[src/rtl/rtc_regs_pkg.sv]
package rtc_regs_pkg;

    localparam int BYTE_W     = 8;
    localparam int IDX_W      = 7;
    localparam int NUM_BYTES  = 1 << IDX_W;
    localparam int NUM_FIELDS = 3;

    typedef logic [BYTE_W-1:0] byte_t;
    typedef logic [IDX_W-1:0]  idx_t;

    // Register positions that software and the calendar neighbour depend on
    localparam idx_t IX_SEC      = 7'h00;
    localparam idx_t IX_ALM_SEC  = 7'h01;
    localparam idx_t IX_MIN      = 7'h02;
    localparam idx_t IX_ALM_MIN  = 7'h03;
    localparam idx_t IX_HOUR     = 7'h04;
    localparam idx_t IX_ALM_HOUR = 7'h05;
    localparam idx_t IX_CTL_A    = 7'h0A;
    localparam idx_t IX_CTL_B    = 7'h0B;
    localparam idx_t IX_FLAGS    = 7'h0C;
    localparam idx_t IX_STAT     = 7'h0D;

    localparam byte_t CTL_A_INIT = 8'h26;
    localparam byte_t CTL_B_INIT = 8'h02;
    localparam byte_t STAT_VALUE = 8'h80;

    // Control B bit positions
    localparam int B_SETMODE = 7;
    localparam int B_PER_EN  = 6;
    localparam int B_ALM_EN  = 5;
    localparam int B_UPD_EN  = 4;
    localparam int B_WAVE_EN = 3;

    // Flag register bit positions
    localparam int F_IRQ = 7;
    localparam int F_ALM = 5;
    localparam int F_UPD = 4;

    localparam logic [2:0] DIV_RUNNING = 3'b010;

    localparam byte_t SOFT_CLR_MASK =
        byte_t'((1 << B_PER_EN) | (1 << B_ALM_EN) | (1 << B_WAVE_EN));

    typedef enum logic [1:0] {
        OP_NONE,
        OP_INDEX,
        OP_WRITE,
        OP_READ
    } host_op_e;

    typedef struct packed {
        byte_t hour;
        byte_t min;
        byte_t sec;
    } time_bytes_t;

    function automatic logic is_wildcard(byte_t b);
        return b[BYTE_W-1:BYTE_W-2] == 2'b11;
    endfunction

    function automatic logic is_ctrl(idx_t ix);
        return (ix == IX_CTL_A) || (ix == IX_CTL_B) ||
               (ix == IX_FLAGS) || (ix == IX_STAT);
    endfunction

    function automatic idx_t time_index(int f);
        case (f)
            0:       return IX_SEC;
            1:       return IX_MIN;
            default: return IX_HOUR;
        endcase
    endfunction

    function automatic idx_t alarm_index(int f);
        case (f)
            0:       return IX_ALM_SEC;
            1:       return IX_ALM_MIN;
            default: return IX_ALM_HOUR;
        endcase
    endfunction

endpackage

[src/rtl/rtc_host_port.sv]
module rtc_host_port
    import rtc_regs_pkg::*;
(
    input  logic       clk,
    input  logic       rst,
    input  logic       bus_en,
    input  logic       bus_wr,
    input  logic       bus_addr,
    input  idx_t       idx_wdata,
    input  byte_t      rd_value,
    output idx_t       idx_o,
    output host_op_e   op_o,
    output byte_t      rdata_o
);

    idx_t  idx_q;
    byte_t rdata_q;

    always_comb begin
        op_o = OP_NONE;
        if (bus_en) begin
            if (!bus_addr)
                op_o = bus_wr ? OP_INDEX : OP_NONE;
            else
                op_o = bus_wr ? OP_WRITE : OP_READ;
        end
    end

    always_ff @(posedge clk) begin
        if (rst) begin
            idx_q   <= '0;
            rdata_q <= '0;
        end else begin
            if (op_o == OP_INDEX)
                idx_q <= idx_wdata;
            if (op_o == OP_READ)
                rdata_q <= rd_value;
            else if (bus_en && !bus_wr && !bus_addr)
                rdata_q <= '1;
        end
    end

    assign idx_o   = idx_q;
    assign rdata_o = rdata_q;

endmodule

[src/rtl/rtc_byte_store.sv]
module rtc_byte_store
    import rtc_regs_pkg::*;
(
    input  logic        clk,
    input  logic        rst,
    input  logic        host_we,
    input  idx_t        host_idx,
    input  byte_t       host_wdata,
    input  logic        cap_we,
    input  time_bytes_t cap_time,
    output byte_t       rd_data,
    output time_bytes_t alarm_o
);

    byte_t mem_q [NUM_BYTES];
    byte_t cap_arr [NUM_FIELDS];

    assign cap_arr[0] = cap_time.sec;
    assign cap_arr[1] = cap_time.min;
    assign cap_arr[2] = cap_time.hour;

    always_ff @(posedge clk) begin
        if (rst) begin
            for (int i = 0; i < NUM_BYTES; i++)
                mem_q[i] <= '0;
        end else begin
            if (host_we)
                mem_q[host_idx] <= host_wdata;
            // capture wins over a same-cycle host write to a time byte
            if (cap_we)
                for (int f = 0; f < NUM_FIELDS; f++)
                    mem_q[time_index(f)] <= cap_arr[f];
        end
    end

    assign rd_data      = mem_q[host_idx];
    assign alarm_o.sec  = mem_q[alarm_index(0)];
    assign alarm_o.min  = mem_q[alarm_index(1)];
    assign alarm_o.hour = mem_q[alarm_index(2)];

endmodule

[src/rtl/rtc_alarm_match.sv]
module rtc_alarm_match
    import rtc_regs_pkg::*;
(
    input  time_bytes_t alarm,
    input  time_bytes_t now,
    output logic        hit
);

    logic [NUM_FIELDS-1:0] field_ok;

    generate
        for (genvar f = 0; f < NUM_FIELDS; f++) begin : g_field
            byte_t a_b;
            byte_t n_b;
            assign a_b = alarm[f*BYTE_W +: BYTE_W];
            assign n_b = now[f*BYTE_W +: BYTE_W];
            assign field_ok[f] = is_wildcard(a_b) || (a_b == n_b);
        end
    endgenerate

    assign hit = &field_ok;

endmodule

[src/rtl/rtc_flag_unit.sv]
module rtc_flag_unit
    import rtc_regs_pkg::*;
(
    input  logic  clk,
    input  logic  rst,
    input  logic  soft_clr,
    input  logic  rd_clr,
    input  logic  set_alm,
    input  logic  set_upd,
    input  logic  alm_irq_en,
    input  logic  upd_irq_en,
    output byte_t flags_o,
    output logic  irq_o
);

    logic irqf_q, alm_q, upd_q;
    logic raise;

    assign raise = (set_alm && alm_irq_en) || (set_upd && upd_irq_en);

    always_ff @(posedge clk) begin
        if (rst || soft_clr) begin
            irqf_q <= 1'b0;
            alm_q  <= 1'b0;
            upd_q  <= 1'b0;
        end else begin
            // read-clear first, then the new events of this cycle are kept
            irqf_q <= (irqf_q && !rd_clr) || raise;
            alm_q  <= (alm_q  && !rd_clr) || set_alm;
            upd_q  <= (upd_q  && !rd_clr) || set_upd;
        end
    end

    always_comb begin
        flags_o        = '0;
        flags_o[F_IRQ] = irqf_q;
        flags_o[F_ALM] = alm_q;
        flags_o[F_UPD] = upd_q;
    end

    assign irq_o = irqf_q;

    AST_FLAGS_CLEAR_ON_READ: assert property (@(posedge clk) disable iff (rst)
        (rd_clr && !set_alm && !set_upd) |=> (flags_o == '0));

    AST_IRQ_HAS_CAUSE: assert property (@(posedge clk) disable iff (rst)
        $rose(irq_o) |-> $past(raise));

endmodule

[src/rtl/rtc_regfile.sv]
module rtc_regfile
    import rtc_regs_pkg::*;
(
    input  logic       clk,
    input  logic       rst,
    input  logic       soft_rst,
    input  logic       bus_en,
    input  logic       bus_wr,
    input  logic       bus_addr,
    input  logic [7:0] bus_wdata,
    output logic [7:0] bus_rdata,
    input  logic       upd_begin,
    input  logic       upd_end,
    input  logic [7:0] cal_sec,
    input  logic [7:0] cal_min,
    input  logic [7:0] cal_hour,
    output logic       tick_enable,
    output logic       irq
);

    idx_t        idx;
    host_op_e    op;
    byte_t       rd_value;
    byte_t       store_rd;
    byte_t       flags;
    time_bytes_t alarm_bytes;
    time_bytes_t now_bytes;
    logic        alarm_hit;

    logic [BYTE_W-2:0] ctl_a_q;
    logic              uip_q;
    byte_t             ctl_b_q;

    logic set_mode, host_wr, wr_a, wr_b, store_we, rd_clr;
    logic upd_go, upd_fire;

    assign now_bytes.sec  = cal_sec;
    assign now_bytes.min  = cal_min;
    assign now_bytes.hour = cal_hour;

    assign set_mode = ctl_b_q[B_SETMODE];
    assign host_wr  = (op == OP_WRITE);
    assign wr_a     = host_wr && (idx == IX_CTL_A);
    assign wr_b     = host_wr && (idx == IX_CTL_B);
    assign store_we = host_wr && !is_ctrl(idx);
    assign rd_clr   = (op == OP_READ) && (idx == IX_FLAGS);
    assign upd_go   = upd_begin && !set_mode;
    assign upd_fire = upd_end && !set_mode;

    rtc_host_port i_host_port (
        .clk       (clk),
        .rst       (rst),
        .bus_en    (bus_en),
        .bus_wr    (bus_wr),
        .bus_addr  (bus_addr),
        .idx_wdata (bus_wdata[IDX_W-1:0]),
        .rd_value  (rd_value),
        .idx_o     (idx),
        .op_o      (op),
        .rdata_o   (bus_rdata)
    );

    rtc_byte_store i_store (
        .clk        (clk),
        .rst        (rst),
        .host_we    (store_we),
        .host_idx   (idx),
        .host_wdata (bus_wdata),
        .cap_we     (upd_fire),
        .cap_time   (now_bytes),
        .rd_data    (store_rd),
        .alarm_o    (alarm_bytes)
    );

    rtc_alarm_match i_alarm (
        .alarm (alarm_bytes),
        .now   (now_bytes),
        .hit   (alarm_hit)
    );

    rtc_flag_unit i_flags (
        .clk        (clk),
        .rst        (rst),
        .soft_clr   (soft_rst),
        .rd_clr     (rd_clr),
        .set_alm    (upd_fire && alarm_hit),
        .set_upd    (upd_fire),
        .alm_irq_en (ctl_b_q[B_ALM_EN]),
        .upd_irq_en (ctl_b_q[B_UPD_EN]),
        .flags_o    (flags),
        .irq_o      (irq)
    );

    // Control A: bit 7 is hardware-owned
    always_ff @(posedge clk) begin
        if (rst) begin
            ctl_a_q <= CTL_A_INIT[BYTE_W-2:0];
            uip_q   <= 1'b0;
        end else begin
            if (wr_a)
                ctl_a_q <= bus_wdata[BYTE_W-2:0];
            if (wr_b && bus_wdata[B_SETMODE])
                uip_q <= 1'b0;
            else if (upd_fire)
                uip_q <= 1'b0;
            else if (upd_go)
                uip_q <= 1'b1;
        end
    end

    // Control B
    always_ff @(posedge clk) begin
        if (rst)
            ctl_b_q <= CTL_B_INIT;
        else if (soft_rst)
            ctl_b_q <= (wr_b ? bus_wdata : ctl_b_q) & ~SOFT_CLR_MASK;
        else if (wr_b)
            ctl_b_q <= bus_wdata;
    end

    always_comb begin
        case (idx)
            IX_CTL_A: rd_value = {uip_q, ctl_a_q};
            IX_CTL_B: rd_value = ctl_b_q;
            IX_FLAGS: rd_value = flags;
            IX_STAT:  rd_value = STAT_VALUE;
            default:  rd_value = store_rd;
        endcase
    end

    assign tick_enable = (ctl_a_q[6:4] == DIV_RUNNING) && !set_mode;

    AST_UIP_HOST_READONLY: assert property (@(posedge clk) disable iff (rst)
        (wr_a && !upd_begin && !upd_end) |=> (uip_q == $past(uip_q)));

    AST_SET_NO_UIP: assert property (@(posedge clk) disable iff (rst)
        set_mode |-> !uip_q);

    AST_UF_AT_END: assert property (@(posedge clk) disable iff (rst)
        (upd_fire && !soft_rst) |=> flags[F_UPD]);

    AST_ALARM_IRQ: assert property (@(posedge clk) disable iff (rst)
        (upd_fire && alarm_hit && ctl_b_q[B_ALM_EN] && !soft_rst) |=> irq);

endmodule

[config.mk]
export PLATFORM = sky130hd
export DESIGN_NAME = rtc_regfile
export DESIGN_NICKNAME = d
export VERILOG_FILES = /design/src/rtl/rtc_regs_pkg.sv /design/src/rtl/rtc_host_port.sv /design/src/rtl/rtc_byte_store.sv /design/src/rtl/rtc_alarm_match.sv /design/src/rtl/rtc_flag_unit.sv /design/src/rtl/rtc_regfile.sv
export SDC_FILE = /design/constraint.sdc
export NUM_CORES = 2
export LEC_CHECK = 0
export CAP_MARGIN = 20
export CORE_MARGIN = 4
export CORE_UTILIZATION = 57
export DETAILED_ROUTE_END_ITERATION = 8
export GPL_ROUTABILITY_DRIVEN = 0
export HOLD_SLACK_MARGIN = 0.12
export MAX_ROUTING_LAYER = met4
export PLACE_DENSITY = 0.84
export SLEW_MARGIN = 20
export SYNTH_ARGS = -nofsm -noshare
export SYNTH_HDL_FRONTEND = slang
export SYNTH_SLANG_ARGS = --single-unit
[constraint.sdc]
create_clock -name clk -period 2.45 [get_ports clk]
set_input_delay 0.3675 -clock clk [delete_from_list [all_inputs] [get_ports clk]]
set_output_delay 0.3675 -clock clk [all_outputs]
set_load 0.02 [all_outputs]
Word-level counts from Yosys, hierarchy flattened
Memories as Yosys holds them, arrays and structs flattened. A register that Yosys moved wholly into a read port is not among the register bits.
Cells that the tools add are included.
{"block": "totals", "latch_bits": 0, "rom_bits": 0, "word_cells": 100, "reg_bits": 34, "n_memories": 1, "ramBits": 1024, "inputBits": 40}
{"name": "i_store.mem_q", "words": 128, "word_bits": 8, "read_ports": 4, "rd_ports_with_merged_regs": 1, "write_ports": 128, "line": "rtc_byte_store.sv:15", "rtl": "byte_t mem_q [NUM_BYTES];"}
{"block": "classes", "n_reduce_logical": 37, "n_addsub": 0, "n_shift": 0, "n_mux": 24, "div_mod_pow": 0, "order_cmp": 0, "mul": 0, "eq_ne": 17, "bitwise": 12}
{"operator": "8-bit two-way mux", "n": 7}
{"operator": "8-bit one-hot mux with 4 select lines", "n": 1}
{"operator": "7-bit by 4-bit equality test with 1-bit output, second input constant", "n": 4}
{"operator": "8-bit equality test", "n": 3}
{"operator": "7-bit equality test, second input constant", "n": 3}
{"operator": "7-bit two-way mux", "n": 3}
{"operator": "1-bit logical AND", "n": 16}
{"operator": "1-bit logical OR", "n": 11}
{"operator": "1-bit two-way mux", "n": 11}
{"operator": "2-bit equality test, second input constant", "n": 5}
{"operator": "8-bit OR reduction", "n": 1}
{"operator": "1-bit AND", "n": 6}
{"operator": "1-bit logical NOT", "n": 5}
{"operator": "2-bit two-way mux", "n": 2}
{"operator": "3-bit by 2-bit equality test with 1-bit output, second input constant", "n": 1}
{"operator": "1-bit inverter", "n": 3}
{"operator": "1-bit bitwise OR", "n": 3}
{"operator": "3-bit AND reduction", "n": 1}
{"operator": "3-bit OR reduction", "n": 1}
{"operator": "2-bit by 1-bit equality test with 1-bit output, second input constant", "n": 1}
{"operator": "2-bit nonzero test", "n": 1}
{"operator": "2-bit OR reduction", "n": 1}

Logic depth before layout (Yosys ltp)
{"block": "logic_depth", "depth_word": 14, "mapped_depth": 11, "ltp_nobuf": 7}

Cells and area by module
Synthesis repeated with hierarchy kept, for this count alone.
{"block": "unflattened", "cells_unflattened": 3169, "hier_area_um2": 49510.0}
{"mod": "rtc_byte_store", "seq_area_each_um2": 30749.5, "area_per_inst_um2": 47276.6, "cells_per_inst": 2915, "instances": 1}
{"mod": "rtc_regfile", "seq_area_each_um2": 320.3, "area_per_inst_um2": 1022.2, "cells_per_inst": 126, "instances": 1}
{"mod": "rtc_host_port", "seq_area_each_um2": 300.3, "area_per_inst_um2": 738.2, "cells_per_inst": 72, "instances": 1}
{"mod": "rtc_alarm_match", "seq_area_each_um2": 0.0, "area_per_inst_um2": 280.3, "cells_per_inst": 34, "instances": 1}
{"mod": "rtc_flag_unit", "seq_area_each_um2": 60.1, "area_per_inst_um2": 192.7, "cells_per_inst": 22, "instances": 1}

Worst setup path before layout
OpenSTA, ideal clock, no wires.
{"block": "synth_path", "path_kind": "register to register", "startpoint": "register i_host_port.idx_q[2], in the netlist i_host_port.idx_o[2]", "endpoint": "memory i_store.mem_q[2][0] in the netlist's numbering, enable pin", "n_path_buf": 3, "path_slack_ns": -0.131, "stages_incl_launch_ff": 9, "arrival_time_ns": 2.197, "setup_time_ns": 0.384, "synth_period_minus_slack_ns": 2.581, "required_time_ns": 2.066, "path_cell_list": "dfxtp_1 -> clkbuf_1 -> nor2b_1 -> buf_2 -> o21a_1 -> nor3_2 -> nand3_1 -> clkbuf_1 -> o21ai_0"}
{"element": "from (decl)", "line": "rtc_host_port.sv:16", "rtl": "idx_t idx_q;"}
{"element": "from (signal assigned)", "line": "rtc_host_port.sv:35", "rtl": "idx_q <= idx_wdata;"}
{"element": "to (decl)", "line": "rtc_byte_store.sv:15"}

==> impl_metrics.py <==
metrics = {
    "drt": {
        "drt-met1-wl_um": 49400,
        "vias": 33000,
        "wl_per_cell_um": 28.5,
        "via_per_inst": 6.53,
        "drc": 0,
        "met2_length_um": 67700,
        "wl_met3_um": 18900,
        "routed_wl_um": 144000,
        "top_layer": "met4",
        "first_pass_iters": 9,
        "drt_iter0_drc": 4745,
        "ant_nets": 0,
    },
    "timing": {
        "tightestPinTransition_ps": 925,
        "finalSetupViolCount": 8,
        "fin_crit_sh_pct": 111,
        "maxSlewHeadroom_pct": 38.2,
        "hold_ws_ps": 226,
        "min_period_ps": 2720,
        "setup_ws_ps": -273,
        "clock_skew_ps": 57.3,
        "fmax_mhz": 367,
        "rsz0062_at_grt": "true",
        "hold_violations": 0,
        "maxSlewViolCount": 0,
    },
    "clocking": {
        "cts.sinks": 1065,
        "clock_path_buffers": 3,
        "clock_latency_ps": 700,
        "htreeDepth": 3,
        "clk_pin_slew_ps": 70,
        "root_buffer": "clkbuf_16",
        "cts-buffers-inserted": 106,
        "tritoncts": "built",
    },
    "layout": {
        "fill_cells": 5180,
        "areaGrowthSynthToFinish_pct": 18.6,
        "fin_util_pct": 68.6,
        "fin_area_um2": 58900,
        "fin_cells": 5044,
        "nNetsFinal": 3847,
        "drive_above_1_share_pct": 27.1,
    },
    "global_route": {
        "grt_pass1_vias": 33000,
        "antenna_found_initial": 3,
        "grt_max_degree": 117,
        "grt_pass1_wl_um": 212000,
        "grt_remaining_overflow": 0,
        "track_usage_pct": 32.4,
    },
    "power_and_ir_drop": {
        "p_per_area_nw_per_um2": 679,
        "ir_worst_vdd_uv": 760,
        "cellLeakagePower_nw": 22.1,
    },
    "floorplanning": {
        "start_util_pct": 57.8,
        "ios": 50,
        "coreArea_um2": 85800,
        "rows": 107,
        "die_height_um": 303,
        "chipWidth_um": 303,
        "die_area_um2": 91900,
    },
    "worst_setup_path": {
        "worstPathRequired_ps": 3040,
        "cp_max_fo": 7,
        "criticalPathCategory": "reg -> reg",
        "worst_setup_path_end_kind": "flop",
        "crit_path_cell_trace": "buf_12, buf_12, buf_16, mux4_2, a22oi_2, a31oi_4, nor4_4, buf_4, nor4_4, a22o_1",
        "max_stage_delay_ps": 510,
        "crit_slowest_cell": "mux4_2",
        "cp.arrival_ps": 3310,
        "r2r_cells": 10,
        "start_kind": "flop",
    },
    "logic_synthesis": {
        "async_flop_share_pct": 0,
        "syn_area_um2": 49600,
        "seq_area_frac_synth_pct": 63.6,
        "ys_warn_count": 0,
        "avgSynthCellArea_um2": 14.3,
        "synthFlopType": "edfxtp_1",
        "syn_inst": 3463,
        "netlist-cell-type-count": 62,
        "synth-edff-count": 1024,
        "ys_ff_latch": 1065,
    },
    "place": {
        "io_buffer_count": 49,
        "hpwlAfterDp_um": 93500,
        "placed_area_um2": 54300,
        "dp_cells": 4789,
    },
    "outcome": {
        "status": "finished, violations left",
        "violations": "setup timing",
    },
    "flow_run": {
        "maxCapViolations": 0,
    },
    "hold_path": {
        "min_path_type": "in -> reg",
        "holdPathStages": 2,
    },
}
[synthesized netlist by cell type, types with 3 or more instances]
master,count,share of area (%)
a2111oi_0,5,0.088
a211o_1,4,0.071
a211oi_1,8,0.12
a21o_1,23,0.35
a21oi_1,46,0.46
a221oi_1,8,0.14
a22o_1,35,0.62
a22oi_1,22,0.33
a311o_1,3,0.060
a31oi_1,11,0.14
and2_1,800,10
and3_1,182,2.3
buf_1,16,0.12
buf_2,49,0.49
buf_4,15,0.23
buf_6,4,0.091
clkbuf_1,192,1.5
clkbuf_2,16,0.16
dfxtp_1,41,1.7
edfxtp_1,1024,62
inv_1,4,0.030
mux2_2,9,0.20
mux2i_1,143,2.9
mux4_2,212,9.6
nand2_1,91,0.69
nand2b_1,6,0.076
nand3_1,27,0.27
nand4_1,13,0.16
nand4b_1,3,0.053
nor2_1,162,1.2
nor2b_1,23,0.29
nor3_1,14,0.14
nor3_2,4,0.081
nor4_1,7,0.088
o2111ai_1,3,0.053
o211ai_1,9,0.14
o21ai_0,45,0.45
o221ai_1,15,0.26
o22ai_1,14,0.18
o31ai_1,5,0.076
or2_2,101,1.3
xnor2_1,24,0.42
[final cells by class]
class / instances / area [µm²] / area share (%)
Inverter: 5 / 18.8 / 0.0319
Timing Repair Buffer: 497 / 4810 / 8.17
Clock buffer: 133 / 2840 / 4.82
Multi-Input combinational cell: 2132 / 17600 / 29.8
Sequential cell: 1065 / 31600 / 53.6
Antenna cell: 3 / 7.51 / 0.0127
Tap cell: 1144 / 1430 / 2.43
Clock inverter: 65 / 623 / 1.06
[final timing paths]
| check | start | endpoint | slack [ps] |
|---|---|---|---|
| min | bus_wdata[4] | i_store.mem_q[61][4] | 230 |
| min reg2reg | i_flags.alm_q | i_flags.alm_q | 470 |
| max | flop | i_host_port.rdata_o[2] | -270 |
| max reg2reg | flop | i_host_port.rdata_o[2] | -270 |
[metal layers]
| metal | up-vias | global-route usage (%) |
|---|---|---|
| met1 | 16300 | 40.8 |
| met3 | 565 | 8.74 |
| li1 | 13500 | - |
| met4 | 0 | 14.6 |
| met2 | 2586 | 49.7 |
| met5 | - | - |
[state kept, by name, indices dropped and copies added (netlist names), named ones only]
register and count:
i_store.mem_q 1024, ctl_b_q 8, i_host_port.rdata_o 8, ctl_a_q 7, i_host_port.idx_o 7, i_flags.alm_q 1, i_flags.irq_o 1, i_flags.upd_q 1
uip_q 1
[critical path, delay by kind of cell, from the launching register on]
kind	cells	cell delay (ps)
multiplexers	1	510
AO/OA/AOI/OAI	3	700
AND/OR/NAND/NOR	2	380
buffers and inverters	4	590
flip-flops	1	440
[layout by cell type, fill, tap and decap left out, drive strengths merged, types with 41 or more instances in the layout]
| master | n |
|---|---|
| mux4 | 212 |
| dfxtp | 41 |
| buf | 454 |
| o21ai | 45 |
| nand2 | 91 |
| or2 | 101 |
| and2 | 800 |
| a21oi | 46 |
| and3 | 182 |
| mux2i | 143 |
| clkbuf | 133 |
| edfxtp | 1024 |
| clkinv | 48 |
| nor2 | 162 |
[what timing repair did]
| action | CTS | global route |
|---|---|---|
| cloned | 4 | 0 |
| hold endpoints to repair | 13 | 0 |
| setup buffers | 29 | 19 |
| pin swaps | 22 | 26 |
| setup endpoints to repair | 16 | 398 |
| hold buffers | 2 | 0 |
| resized for setup | 82 | 51 |
[per-stage QoR]
stage | worst slack, ps | power (mW) | TNS, ps
2_1_floorplan | -131 | 22.5 | -11740
3_3_place_gp | -687 | 23.7 | -218670
3_5_place_dp | -598 | 23.8 | -290440
4_1_cts | -178 | 39.8 | -1160
5_1_grt | -270 | 41.0 | -1860
6_report | -273 | 40.0 | -1670
[kinds of logic after synthesis]
group	after synthesis	share of synthesized area [%]
simple gates	1441	16.9
compound gates	271	3.81
other cells	1	0.00755
flops	1065	63.6
xor+xnor	24	0.423
buf+inv	297	2.58
mux	364	12.7
[where the power goes]
part / total [mW] / internal, mW / switching, mW
clock network: 16.3 / 9.27 / 7.04
registers: 20.8 / 20.5 / 0.283
logic: 2.87 / 1.12 / 1.75
total: 40.0 / 30.9 / 9.07
Power figures use the tool's default switching activity.
